File: config.mk
export PLATFORM = sky130hd
export DESIGN_NAME = fb_bitstream_cmp
export DESIGN_NICKNAME = d
export VERILOG_FILES = /design/src/rtl/fbc_pkg.sv /design/src/rtl/fbc_slope_det.sv /design/src/rtl/fbc_corrector.sv /design/src/rtl/fbc_frame_acc.sv /design/src/rtl/fb_bitstream_cmp.sv
export SDC_FILE = /design/constraint.sdc
export NUM_CORES = 1
export LEC_CHECK = 0
export BUFFER_PORTS_ARGS = -buffer_cell sky130_fd_sc_hd__buf_2
export CORE_AREA = 5 5 110 112
export CTS_BUF_LIST = sky130_fd_sc_hd__clkbuf_16
export DETAILED_ROUTE_END_ITERATION = 12
export DIE_AREA = 0 0 115 117
export PLACE_DENSITY_LB_ADDON = 0.08
export SETUP_SLACK_MARGIN = 0.4
export SYNTH_ARGS = -nofsm -noshare
export SYNTH_HDL_FRONTEND = slang
export SYNTH_HIERARCHICAL = 1
export SYNTH_SLANG_ARGS = --single-unit
export TNS_END_PERCENT = 20
File: constraint.sdc
create_clock -name clk_i -period 6.1 [get_ports clk_i]
set_clock_uncertainty 0.05 [all_clocks]
set_input_delay 0.915 -clock clk_i [delete_from_list [all_inputs] [get_ports clk_i]]
set_output_delay 0.915 -clock clk_i [all_outputs]
set_load 0.1 [all_outputs]
File: src/rtl/fbc_pkg.sv
package fbc_pkg;
  typedef enum logic {
    MODE_FRAME = 1'b0,
    MODE_IMM   = 1'b1
  } fbc_mode_e;

  function automatic int unsigned cnt_w(int unsigned n);
    return $clog2(n + 1);
  endfunction
endpackage

File: src/rtl/fbc_slope_det.sv
module fbc_slope_det #(
  parameter int unsigned LVL_W = 8
) (
  input  logic             clk_i,
  input  logic             rst_ni,
  input  logic             valid_i,
  input  logic [LVL_W-1:0] level_i,
  output logic             fb_o,
  output logic             fb_vld_o
);
  logic [LVL_W-1:0] prev_q;
  logic             have_prev_q;
  logic             fb_q;

  always_comb begin
    if (level_i > prev_q)      fb_o = 1'b1;
    else if (level_i < prev_q) fb_o = 1'b0;
    else                       fb_o = fb_q;
  end

  assign fb_vld_o = valid_i & have_prev_q;

  always_ff @(posedge clk_i or negedge rst_ni) begin
    if (!rst_ni) begin
      prev_q      <= '0;
      have_prev_q <= 1'b0;
      fb_q        <= 1'b0;
    end else if (valid_i) begin
      prev_q      <= level_i;
      have_prev_q <= 1'b1;
      if (have_prev_q) fb_q <= fb_o;
    end
  end

  // equal levels keep the held feedback
  p_fb_hold_r2: assert property (@(posedge clk_i) disable iff (!rst_ni)
    valid_i && have_prev_q && (level_i == prev_q) |=> fb_q == $past(fb_q));
  p_fb_rise_r1: assert property (@(posedge clk_i) disable iff (!rst_ni)
    valid_i && have_prev_q && (level_i > prev_q) |=> fb_q);
endmodule

File: src/rtl/fbc_corrector.sv
module fbc_corrector
  import fbc_pkg::*;
(
  input  logic      clk_i,
  input  logic      rst_ni,
  input  logic      valid_i,
  input  fbc_mode_e mode_i,
  input  logic      bit_i,
  input  logic      prev_bit_i,
  input  logic      fb_i,
  input  logic      fb_vld_i,
  output logic      bit_o
);
  logic mismatch;
  logic bit_d;

  assign mismatch = fb_vld_i & (fb_i != prev_bit_i);

  always_comb begin
    bit_d = bit_i;
    if (mode_i == MODE_IMM && mismatch) bit_d = prev_bit_i;
  end

  always_ff @(posedge clk_i or negedge rst_ni) begin
    if (!rst_ni)      bit_o <= 1'b0;
    else if (valid_i) bit_o <= bit_d;
  end

  p_pass_r3: assert property (@(posedge clk_i) disable iff (!rst_ni)
    valid_i && mode_i == MODE_FRAME |=> bit_o == $past(bit_i));
  p_idle_r8: assert property (@(posedge clk_i) disable iff (!rst_ni)
    !valid_i |=> $stable(bit_o));
endmodule

File: src/rtl/fbc_frame_acc.sv
module fbc_frame_acc #(
  parameter int unsigned FRAME_LEN = 32,
  localparam int unsigned CNT_W    = $clog2(FRAME_LEN + 1),
  localparam int unsigned FILL_W   = $clog2(FRAME_LEN)
) (
  input  logic                 clk_i,
  input  logic                 rst_ni,
  input  logic                 push_i,
  input  logic                 in_bit_i,
  input  logic                 fb_bit_i,
  output logic                 frame_o,
  output logic [FRAME_LEN-1:0] mask_o,
  output logic [CNT_W-1:0]     err_cnt_o
);
  localparam logic [FILL_W-1:0] LAST = FILL_W'(FRAME_LEN - 1);

  logic [FRAME_LEN-1:0] in_sr_q, fb_sr_q;
  logic [FRAME_LEN-1:0] in_sr_d, fb_sr_d, mask_d;
  logic [FILL_W-1:0]    fill_q;
  logic [CNT_W-1:0]     pop_d;

  assign in_sr_d = {in_sr_q[FRAME_LEN-2:0], in_bit_i};
  assign fb_sr_d = {fb_sr_q[FRAME_LEN-2:0], fb_bit_i};
  assign mask_d  = in_sr_d ^ fb_sr_d;

  always_comb begin
    pop_d = '0;
    for (int i = 0; i < FRAME_LEN; i++) pop_d = pop_d + CNT_W'(mask_d[i]);
  end

  always_ff @(posedge clk_i or negedge rst_ni) begin
    if (!rst_ni) begin
      in_sr_q   <= '0;
      fb_sr_q   <= '0;
      fill_q    <= '0;
      frame_o   <= 1'b0;
      mask_o    <= '0;
      err_cnt_o <= '0;
    end else begin
      frame_o <= 1'b0;
      if (push_i) begin
        in_sr_q <= in_sr_d;
        fb_sr_q <= fb_sr_d;
        if (fill_q == LAST) begin
          fill_q    <= '0;
          frame_o   <= 1'b1;
          mask_o    <= mask_d;
          err_cnt_o <= pop_d;
        end else begin
          fill_q <= fill_q + 1'b1;
        end
      end
    end
  end

  p_frame_pulse_r5: assert property (@(posedge clk_i) disable iff (!rst_ni)
    frame_o |=> !frame_o);
  p_frame_cause_r5: assert property (@(posedge clk_i) disable iff (!rst_ni)
    $rose(frame_o) |-> $past(push_i));
  p_cnt_bound_r7: assert property (@(posedge clk_i) disable iff (!rst_ni)
    err_cnt_o <= CNT_W'(FRAME_LEN));
  p_mask_hold_r8: assert property (@(posedge clk_i) disable iff (!rst_ni)
    !push_i |=> $stable(mask_o) && $stable(err_cnt_o));
endmodule

File: src/rtl/fb_bitstream_cmp.sv
module fb_bitstream_cmp
  import fbc_pkg::*;
#(
  parameter int unsigned FRAME_LEN = 32,
  parameter int unsigned LVL_W     = 8,
  localparam int unsigned CNT_W    = $clog2(FRAME_LEN + 1)
) (
  input  logic                 clk_i,
  input  logic                 rst_ni,
  input  logic                 valid_i,
  input  logic                 bit_i,
  input  logic [LVL_W-1:0]     level_i,
  input  logic                 mode_i,
  output logic                 bit_o,
  output logic                 frame_o,
  output logic [FRAME_LEN-1:0] mask_o,
  output logic [CNT_W-1:0]     err_cnt_o
);
  logic      fb, fb_vld;
  logic      prev_bit_q;
  fbc_mode_e mode;

  assign mode = fbc_mode_e'(mode_i);

  always_ff @(posedge clk_i or negedge rst_ni) begin
    if (!rst_ni)      prev_bit_q <= 1'b0;
    else if (valid_i) prev_bit_q <= bit_i;
  end

  fbc_slope_det #(.LVL_W(LVL_W)) u_slope (
    .clk_i    (clk_i),
    .rst_ni   (rst_ni),
    .valid_i  (valid_i),
    .level_i  (level_i),
    .fb_o     (fb),
    .fb_vld_o (fb_vld)
  );

  fbc_corrector u_corr (
    .clk_i      (clk_i),
    .rst_ni     (rst_ni),
    .valid_i    (valid_i),
    .mode_i     (mode),
    .bit_i      (bit_i),
    .prev_bit_i (prev_bit_q),
    .fb_i       (fb),
    .fb_vld_i   (fb_vld),
    .bit_o      (bit_o)
  );

  fbc_frame_acc #(.FRAME_LEN(FRAME_LEN)) u_acc (
    .clk_i     (clk_i),
    .rst_ni    (rst_ni),
    .push_i    (fb_vld),
    .in_bit_i  (prev_bit_q),
    .fb_bit_i  (fb),
    .frame_o   (frame_o),
    .mask_o    (mask_o),
    .err_cnt_o (err_cnt_o)
  );
endmodule

==> results.md, run 1 <==
- Routability congestion estimate: 0.782
- Sequence of cells on the critical path: buf_2, ha_4, nand4_1, or3_4, a2bb2oi_4, xor2_2, ha_1, fa_1, fa_1, fa_1, inv_1, fa_1, fa_1, inv_2, fa_2, inv_2, fa_2, nand2b_4, a2111oi_2, nand3b_1
- Synth top area cells: dfrtp_1 51%, mux2_2 13%, fa_1 8.4%, nand2_1 5.1%, ha_1 3.9%
- Synth Area in Compound Gates: 5.02%
- Row count: 39
- Asr flop ratio synth: 100%
- Clk sinks: 118
- Mapped Area: 5740 um2
- Die width: 115 um
- Data required, critical path: 6.38 ns
- Reg2reg start: u_slope/prev_q[6]
- Clk Latency, worst-skew pair: 0.40 ns
- Tcrit/Tclk final: 95.8%
- Total global routing overflow: 0
- EDFF count, synth: 0
- Root buf cell: clkbuf_16
- Total number of vias: 3475
- Final TNS setup: 0 ns
- Deepest clock path buffer count: 2
- WP data arrival: 6.13 ns
- Number of global-route vias before repair: 3625
- Top-area cell type share of the netlist area: 51.5%
- Reg2reg path depth: 20
- Crit end category: flip-flop
- Most frequent CP cell: fa_1
- Hold path depth: 1
- Main combinational cell family by area after synthesis: multiplexers
- Crit Reg-Reg Endpoint: u_acc/err_cnt_o[4]
- Core Footprint: 11100 um2
- PortBufs: 52
- GRT Util Overall: 17.4%
- Initial antenna violation count: 0
- Post-synthesis cell count: 469
- Post-CTS setup buffer count: 0
- DR WL/cell: 15.3 um
- Tightest Pin Transition: 1.01 ns
- Remaining antenna violation count: 0
- Post-Syn Area per Cell: 12.2 um2
- Worst slew margin: 32.2%
- Most common cell in the synthesized netlist: dfrtp_1
- Share of layout cells above drive strength 1: 33.1%
- N_diodes: 0
- Final worst setup slack: 0.255 ns
- Final Net Count: 583
- CTS tree: built
- Largest net degree at the start of global routing: 76
- Final setup vio count: 0
- Post-synthesis register bit count: 118
- Final WL: 10.5 mm
- First-pass GRT wire length: 18.0 mm
- Reg-to-reg slack, setup: 0.49 ns
- Synth Net Count: 524
- Status: complete, no violations
- Worst path max stage delay: 0.52 ns
- Seq/Total Area, Yosys: 51.5%
- Hold_buf cts: 0
- Max-Cap Viols: 0
- Worst Hold Path EP: u_slope/have_prev_q
- Placed Area: 6230 um2
- XOR/XNOR share of the synthesized area: 5.04%
- Crit path max fanout: 3
- Top Ports: 53
- Iter 0 DRT Violations: 148
- Die Y: 117 um
- Final min period: 5.85 ns
- Simple logic cell fraction of the synthesized area: 7.68%
- Area Growth Syn to Fin: 19.6%
- Slowest CP cell: fa_1
- Hold Vio Cnt, Final: 0
- Crit Path Class: input pin to flip-flop
- DR pass1 iterations: 6
- # H-tree levels: 4
- Post-layout util: 61.7%
- Slew Viols, Final: 0
- Highest clock rate: 0.171 GHz
- Min-delay worst type: flip-flop to flip-flop
- Design area: 6860 um2
- CTS buffer count: 17
- Fillers: 932
- Post-detail-place hpwl: 7.14 mm
- Place WS: -0.151 ns
- Die Area: 13500 um2
- Critical Path Start Type: input pin
- Synth cell count leaders: 118 x dfrtp_1, 78 x nand2_1, 66 x mux2_2
- Top_reg_cell synth: dfrtp_1
- Post-Synth Adder-Cell Area: 12.3%
- Area leader, netlist: dfrtp_1
- Post-synth cell types: 43
- Vias per cell: 5.08
- DRC: 0
- Hold_sp: u_slope/have_prev_q
- Initial Util: 51.6%
- RSZ-0062 raised after global routing: yes
- Worst-path clk slew: 0.06 ns
- Post-synthesis mux area share: 13.7%
- Yosys warning total: 6
## how the worst max path moves through the flow
stage | from | end | slack [ns] | cells after the start
2_1_floorplan | level_i[6] | u_acc/err_cnt_o[4] | 0.23 | 19
3_3_place_gp | level_i[6] | u_acc/err_cnt_o[4] | -0.06 | 20
3_5_place_dp | level_i[5] | u_acc/err_cnt_o[4] | -0.15 | 20
4_1_cts | level_i[5] | u_acc/err_cnt_o[4] | 0.25 | 20
5_1_grt | level_i[5] | u_acc/err_cnt_o[4] | 0.03 | 20
6_report | level_i[6] | u_acc/err_cnt_o[4] | 0.25 | 20
## cell usage in the layout, fill, tap and decap left out, types with 2 or more instances in the layout
master      count
a21oi_1         7
and4b_1         2
buf_2          51
buf_4           6
bufinv_16       4
clkbuf_16      17
clkinv_4        4
clkinvlp_4      3
dfrtp_1       118
fa_1           22
fa_2            2
ha_1           11
ha_4            7
inv_1          39
inv_2           2
inv_6           2
mux2_2         66
mux2i_1         3
nand2_1        78
nand2b_1        2
nand3_1         4
nor2_1          2
nor2b_1         2
o211ai_1        2
o21ai_0        26
xnor2_1        15
xor2_1         17
## layout make-up
| cell class | count | area, um2 | share of cell area (%) |
|---|---|---|---|
| Clock buffer | 17 | 425 | 6.20 |
| Clock inverter | 15 | 204 | 2.97 |
| Inverter | 42 | 160 | 2.33 |
| Multi-Input combinational cell | 292 | 2640 | 38.5 |
| Sequential cell | 118 | 2950 | 43.0 |
| Tap cell | 143 | 179 | 2.61 |
| Timing Repair Buffer | 57 | 300 | 4.38 |
## kinds of logic (layout without fill, tap and decap cells)
group,after synthesis,count (layout)
buffers and inverters,59,131
multiplexers,70,70
flip-flops,118,118
adder cells (fa/ha/maj),42,42
AND/OR/NAND/NOR,101,101
XOR/XNOR,33,33
AO/OA/AOI/OAI,46,46
## state kept, by name (all words and copies together), names as in the netlist, 5 cells and up
| register | cells |
|---|---|
| u_acc/in_sr_q | 31 |
| u_acc/fb_sr_q | 31 |
| u_acc/err_cnt_o | 6 |
| u_acc/mask_o | 32 |
| u_acc/fill_q | 5 |
| u_slope/prev_q | 8 |
## per-stage QoR
step           cells  hold WS, ns
6_report         684        0.409
5_1_grt          684        0.430
4_1_cts          684        0.411
3_5_place_dp     652        0.397
3_3_place_gp     652        0.393
2_1_floorplan    469        0.380
## critical path, delay by kind of cell
kind	cells	cell delay, ns
buf+inv	4	0.28
compound gates	2	0.43
simple gates	4	0.80
xor+xnor	1	0.18
fa+ha+maj	9	3.50
## metal layers
metal / global-route usage [%] / vias to the layer above / routed length, um
met4: 5.63 / 0 / 78
li1: - / 1660 / -
met1: 23.8 / 1744 / 4870
met2: 27.0 / 63 / 5090
met5: 0 / - / 0
met3: 5.09 / 8 / 459
## repair_timing
action,in CTS,in global routing
endpoints found under the setup margin,5,5
gates resized for setup,1,0
cloned,0,0
pin swaps,0,0
Power of run 1 is not shown: default switching activity piles up to over one toggle a cycle in this logic, so the estimate is an artifact.
==> run 2: changes to the inputs <==
RECOVER_POWER = 100   (was default)
==> run 2 against run 1 <==
Against the previous run: the run now ends with capacitance limit, slew limit left; via count grew 0.83%; count of clock-buffer cells in the layout is the same; critical path depth is the same; global-route usage is the same; sequential share of layout area grew 0.44 points; worst setup slack lost 0.0090 ns; final cell count is the same; maximum frequency shrank 0.15%; register-to-register slack is essentially flat; non-clock buffer count is the same; die area is the same; first-iteration DRC count grew 4.1%.
==> results.md, run 2 (same netlist as run 1, synthesis figures left out) <==
- Status: complete, but fails checks (was complete, no violations)
- Failing checks: capacitance limit, slew limit
- Levels on crit path: 20 (unchanged)
- Area Growth Syn to Fin: 18.4% (was 19.6%)
- Cell family with most CP delay: adder cells (unchanged)
- Clk sinks: 118 (unchanged)
- Hold path depth: 1 (unchanged)
- Initial Util: 51.6% (unchanged)
- Core Footprint: 11100 um2 (unchanged)
- Data required, critical path: 6.38 ns (about the same)
- Final Net Count: 583 (unchanged)
- Die Y: 117 um (unchanged)
- CTS tree: built (unchanged)
- Slew Viols, Final: 193 (was 0)
- Highest clock rate: 0.171 GHz (about the same)
- Reg2reg path depth: 20 (unchanged)
- Largest net degree at the start of global routing: 76 (unchanged)
- Crit path max fanout: 3 (unchanged)
- Share of layout cells above drive strength 1: 24.6% (was 33.1%)
- # H-tree levels: 4 (unchanged)
- Post-Layout Cell Count: 684 (unchanged)
- Slowest CP cell: fa_1 (unchanged)
- Max-Cap Viols: 3 (was 0)
- Hold_buf cts: 0 (unchanged)
- Total number of vias: 3504 (was 3475)
- Buf/Inv on CP: 4 (unchanged)
- Fillers: 952 (was 932)
- Largest register FFs: 32 (unchanged)
- Crit Path Class: input pin to flip-flop (unchanged)
- Final setup vio count: 0 (unchanged)
- Tcrit/Tclk final: 96.0% (was 95.8%)
- First-pass GRT wire length: 18.0 mm (unchanged)
- Leading cell type in the layout, fill and taps excluded: dfrtp_1 (unchanged)
- N_diodes: 0 (unchanged)
- Regs by FF count: u_acc/mask_o (32), u_acc/fb_sr_q (31), u_acc/in_sr_q (31) (unchanged)
- Deepest clock path buffer count: 2 (unchanged)
- Post-detail-place hpwl: 7.14 mm (unchanged)
- GRT Util Overall: 17.4% (unchanged)
- Worst slew margin: -157% (was 32.2%)
- Multi-input gate area: 2630 um2 (was 2640 um2)
- PortBufs: 52 (unchanged)
- Biggest register: u_acc/mask_o (unchanged)
- Crit end category: flip-flop (unchanged)
- Worst path max stage delay: 0.52 ns (about the same)
- Final WL: 10.6 mm (was 10.5 mm)
- Sequence of cells on the critical path: buf_2, ha_4, nand4_1, or3_4, a2bb2oi_4, xor2_2, ha_1, fa_1, fa_1, fa_1, inv_1, fa_1, fa_1, inv_2, fa_1, inv_2, fa_2, nand2b_4, a2111oi_2, nand3b_1 (was buf_2, ha_4, nand4_1, or3_4, a2bb2oi_4, xor2_2, ha_1, fa_1, fa_1, fa_1, inv_1, fa_1, fa_1, inv_2, fa_2, inv_2, fa_2, nand2b_4, a2111oi_2, nand3b_1)
- Remaining antenna violation count: 0 (unchanged)
- Top Ports: 53 (unchanged)
- Reg2reg start: u_slope/prev_q[5] (was u_slope/prev_q[6])
- Placed Area: 6230 um2 (unchanged)
- Initial antenna violation count: 0 (unchanged)
- Die width: 115 um (unchanged)
- Hold Vio Cnt, Final: 0 (unchanged)
- CTS buffer count: 17 (unchanged)
- Routability congestion estimate: 0.782 (unchanged)
- Design area: 6790 um2 (was 6860 um2)
- Total global routing overflow: 0 (unchanged)
- Min-delay worst type: flip-flop to flip-flop (unchanged)
- Hold_sp: u_slope/have_prev_q (unchanged)
- DR WL/cell: 15.4 um (was 15.3 um)
- DRC: 0 (unchanged)
- Iter 0 DRT Violations: 154 (was 148)
- Register area: 2950 um2 (unchanged)
- Tightest Pin Transition: 3.86 ns (was 1.01 ns)
- Root buf cell: clkbuf_16 (unchanged)
- Final min period: 5.85 ns (about the same)
- Number of global-route vias before repair: 3625 (unchanged)
- Clk Latency, worst-skew pair: 0.41 ns (was 0.40 ns)
- Most frequent CP cell: fa_1 (unchanged)
- Setup crit start: level_i[6] (unchanged)
- Critical Path Start Type: input pin (unchanged)
- Row count: 39 (unchanged)
- WP data arrival: 6.14 ns (was 6.13 ns)
- Die Area: 13500 um2 (unchanged)
- Vias per cell: 5.12 (was 5.08)
- Commonest cells after routing, fill and taps aside: 118 x dfrtp_1, 79 x nand2_1, 66 x mux2_2 (was 118 x dfrtp_1, 78 x nand2_1, 66 x mux2_2)
- Placed insts: 652 (unchanged)
- RSZ-0062 raised after global routing: yes (unchanged)
- DR pass1 iterations: 4 (was 6)
- Worst-path clk slew: 0.06 ns (about the same)
-- run 2: layer usage --
layer / vias up / part of all wire, % / wire [um] / global-route usage (%)
met5: - / 0 / 0 / 0
li1: 1665 / - / - / -
met1: 1752 / 46 / 4830 / 23.8
met2: 76 / 48 / 5060 / 27.0
met3: 11 / 5.4 / 568 / 5.09
met4: 0 / 0.89 / 94 / 5.63
-- run 2: timing repair --
| item | CTS | global route |
|---|---|---|
| setup buffers | 0 | 0 |
| endpoints found under the setup margin | 5 | 5 |
| resized for setup | 1 | 0 |
-- run 2: final cells by class --
| type | instances | area share (%) |
|---|---|---|
| Timing Repair Buffer | 57 | 3.52 |
| Tap cell | 143 | 2.63 |
| Clock buffer | 17 | 6.26 |
| Multi-Input combinational cell | 292 | 38.8 |
| Sequential cell | 118 | 43.5 |
| Clock inverter | 15 | 3.00 |
| Inverter | 42 | 2.36 |
-- run 2: path summary, 6_finish.rpt --
kind                                  endpoint  slack, ns
setup reg to reg            u_acc/err_cnt_o[4]       0.48
hold / removal             u_slope/have_prev_q       0.41
hold reg to reg            u_slope/have_prev_q       0.41
setup / recovery            u_acc/err_cnt_o[4]       0.25
max in group asynchronous    u_acc/in_sr_q[23]       1.81
min in group asynchronous      u_acc/mask_o[7]       1.48
-- run 2: per-stage QoR --
step / setup slack [ns] / util (%) / setup TNS [ns] / hold slack, ns
2_1_floorplan: 0.227 / - / 0 / 0.380
3_3_place_gp: -0.0565 / 56.0 / -0.0565 / 0.393
3_5_place_dp: -0.151 / 56.0 / -0.379 / 0.397
4_1_cts: 0.248 / 61.7 / 0 / 0.411
5_1_grt: 0.0183 / 61.1 / 0 / 0.430
6_report: 0.246 / 61.1 / 0 / 0.408
Power of run 2 is left out for the same reason.
==> run 3: changes to the inputs <==
CAP_MARGIN = 20   (was default)
CELL_PAD_IN_SITES_DETAIL_PLACEMENT = 0   (was default)
CELL_PAD_IN_SITES_GLOBAL_PLACEMENT = 1   (was default)
CORE_AREA = 5 5 121 123   (was 5 5 110 112)
DIE_AREA = 0 0 126 128   (was 0 0 115 117)
==> run 3 against run 2 <==
Against the previous run: the flow still finishes with violations (capacitance limit, slew limit); routed wire length increased by 2.0%; maximum frequency grew 0.91%; global-route usage fell by 2.6 points; core utilization shrank 11 points; critical endpoint unchanged.
==> results.md, run 3 (same netlist as run 1, synthesis figures left out) <==
- Post-Layout Cell Count: 722 (was 684)
- Row count: 43 (was 39)
- N_diodes: 0 (unchanged)
- Max-Cap Viols: 3 (unchanged)
- Slew Viols, Final: 208 (was 193)
- Largest net degree at the start of global routing: 83 (was 76)
- # H-tree levels: 4 (unchanged)
- DR pass1 iterations: 4 (unchanged)
- Tcrit/Tclk final: 95.1% (was 96.0%)
- Die Y: 128 um (was 117 um)
- Tightest Pin Transition: 3.87 ns (was 3.86 ns)
- Failing checks: capacitance limit, slew limit (unchanged)
- Final WL: 10.8 mm (was 10.6 mm)
- Design area: 6750 um2 (was 6790 um2)
- Total number of vias: 3434 (was 3504)
- Data required, critical path: 6.39 ns (was 6.38 ns)
- Regs by FF count: u_acc/mask_o (32), u_acc/fb_sr_q (31), u_acc/in_sr_q (31) (unchanged)
- Min-delay worst type: input pin to asynchronous set/reset pin (was flip-flop to flip-flop)
- Final setup vio count: 0 (unchanged)
- Final min period: 5.80 ns (was 5.85 ns)
- Core Footprint: 13600 um2 (was 11100 um2)
- Top Ports: 53 (unchanged)
- Hold_buf cts: 0 (unchanged)
- Deepest clock path buffer count: 2 (unchanged)
- Iter 0 DRT Violations: 118 (was 154)
- Commonest cells after routing, fill and taps aside: 118 x dfrtp_1, 79 x nand2_1, 66 x mux2_2 (unchanged)
- DRC: 0 (unchanged)
- Worst slew margin: -158% (was -157%)
- Critical Path Start Type: input pin (unchanged)
- Crit end category: flip-flop (unchanged)
- Final Net Count: 585 (was 583)
- Die Area: 16100 um2 (was 13500 um2)
- WP data arrival: 6.09 ns (was 6.14 ns)
- Worst-path clk slew: 0.05 ns (was 0.06 ns)
- Area Growth Syn to Fin: 17.7% (was 18.4%)
- Leading cell type in the layout, fill and taps excluded: dfrtp_1 (unchanged)
- Placed Area: 6280 um2 (was 6230 um2)
- Share of layout cells above drive strength 1: 24.2% (was 24.6%)
- WHS: 0.397 ns (was 0.408 ns)
- Initial antenna violation count: 0 (unchanged)
- CTS buffer count: 17 (unchanged)
- Clk sinks: 118 (unchanged)
- Fillers: 1288 (was 952)
- Final TNS setup: 0 ns (unchanged)
- Die width: 126 um (was 115 um)
- Largest register FFs: 32 (unchanged)
- Placed insts: 690 (was 652)
- GRT Util Overall: 14.9% (was 17.4%)
- Crit path max fanout: 3 (unchanged)
- Crit Path Class: input pin to flip-flop (unchanged)
- Clk Latency, worst-skew pair: 0.41 ns (about the same)
- Highest clock rate: 0.172 GHz (was 0.171 GHz)
- Initial Util: 42.3% (was 51.6%)
- RSZ-0062 raised after global routing: yes (unchanged)
- CTS tree: built (unchanged)
- DR WL/cell: 14.9 um (was 15.4 um)
- Vias per cell: 4.76 (was 5.12)
- Root buf cell: clkbuf_16 (unchanged)
- PortBufs: 52 (unchanged)
- Post-detail-place hpwl: 7.51 mm (was 7.14 mm)
- Remaining antenna violation count: 0 (unchanged)
- Hold Vio Cnt, Final: 0 (unchanged)
- Total global routing overflow: 0 (unchanged)
- Number of global-route vias before repair: 3814 (was 3625)
- Routability congestion estimate: 0.783 (was 0.782)
- Status: complete, but fails checks (unchanged)
- Biggest register: u_acc/mask_o (unchanged)
- First-pass GRT wire length: 18.8 mm (was 18.0 mm)
run 3: cell count changes in the layout (fill, tap and decap cells not counted), sizes merged:
| cell | delta |
|---|---|
| bufinv | -2 |
| inv | +1 |
| buf | +2 |
| clkinv | +1 |
| clkinvlp | -1 |
run 3: critical path, cell delays in order:
cell	delay, ns
buf_2	0.12
ha_4	0.27
nand4_1	0.12
or3_1	0.37
a2bb2oi_2	0.17
xor2_2	0.18
ha_1	0.30
fa_1	0.51
fa_1	0.43
fa_1	0.49
inv_1	0.05
fa_1	0.49
fa_1	0.42
inv_2	0.07
fa_2	0.20
inv_2	0.04
fa_2	0.35
nand2b_4	0.16
a2111oi_2	0.29
nand3b_1	0.16
run 3: layout make-up:
type	instances	area, um2	area share (%)
well taps	180	225	3.33
flip-flops and latches	118	2950	43.7
multi-input cells	292	2620	38.8
clock inverters	14	121	1.80
clock buffers	17	425	6.30
repair buffers	59	250	3.71
inverters	42	160	2.37
run 3: repair_timing:
action | CTS | global route
endpoints found under the hold margin | 0 | 0
setup endpoints to repair | 4 | 5
gates resized for setup | 1 | 1
pin swaps | 0 | 1
setup buffers | 0 | 0
run 3: per-layer routing:
layer | GRT usage [%] | up-vias | routed length (um)
met5 | 0 | - | 0
met4 | 6.31 | 0 | 222
met3 | 4.63 | 17 | 439
met2 | 23.3 | 50 | 5070
met1 | 19.2 | 1701 | 5040
li1 | - | 1666 | -
run 3: worst paths after layout:
| path | end | from | cells past startpoint | slack [ns] |
|---|---|---|---|---|
| setup reg to reg | u_acc/err_cnt_o[4] | u_slope/prev_q[6] | 20 | 0.53 |
| setup / recovery | u_acc/err_cnt_o[4] | level_i[6] | 20 | 0.30 |
| max in group asynchronous | u_acc/fb_sr_q[3] | rst_ni | 3 | 1.26 |
| hold reg to reg | u_slope/have_prev_q | u_slope/have_prev_q | 1 | 0.41 |
| hold / removal | u_acc/in_sr_q[9] | rst_ni | 1 | 0.40 |
| min in group clk_i | u_slope/have_prev_q | u_slope/have_prev_q | 1 | 0.41 |
run 3: per-stage QoR:
stage               setup slack [ns]  utilization, %
floorplan                      0.227               -
global placement             -0.0393            46.3
detailed placement            -0.153            46.3
CTS                            0.291            50.4
global route                  0.0823            49.8
finish                         0.298            49.8
Power of run 3 is left out for the same reason.
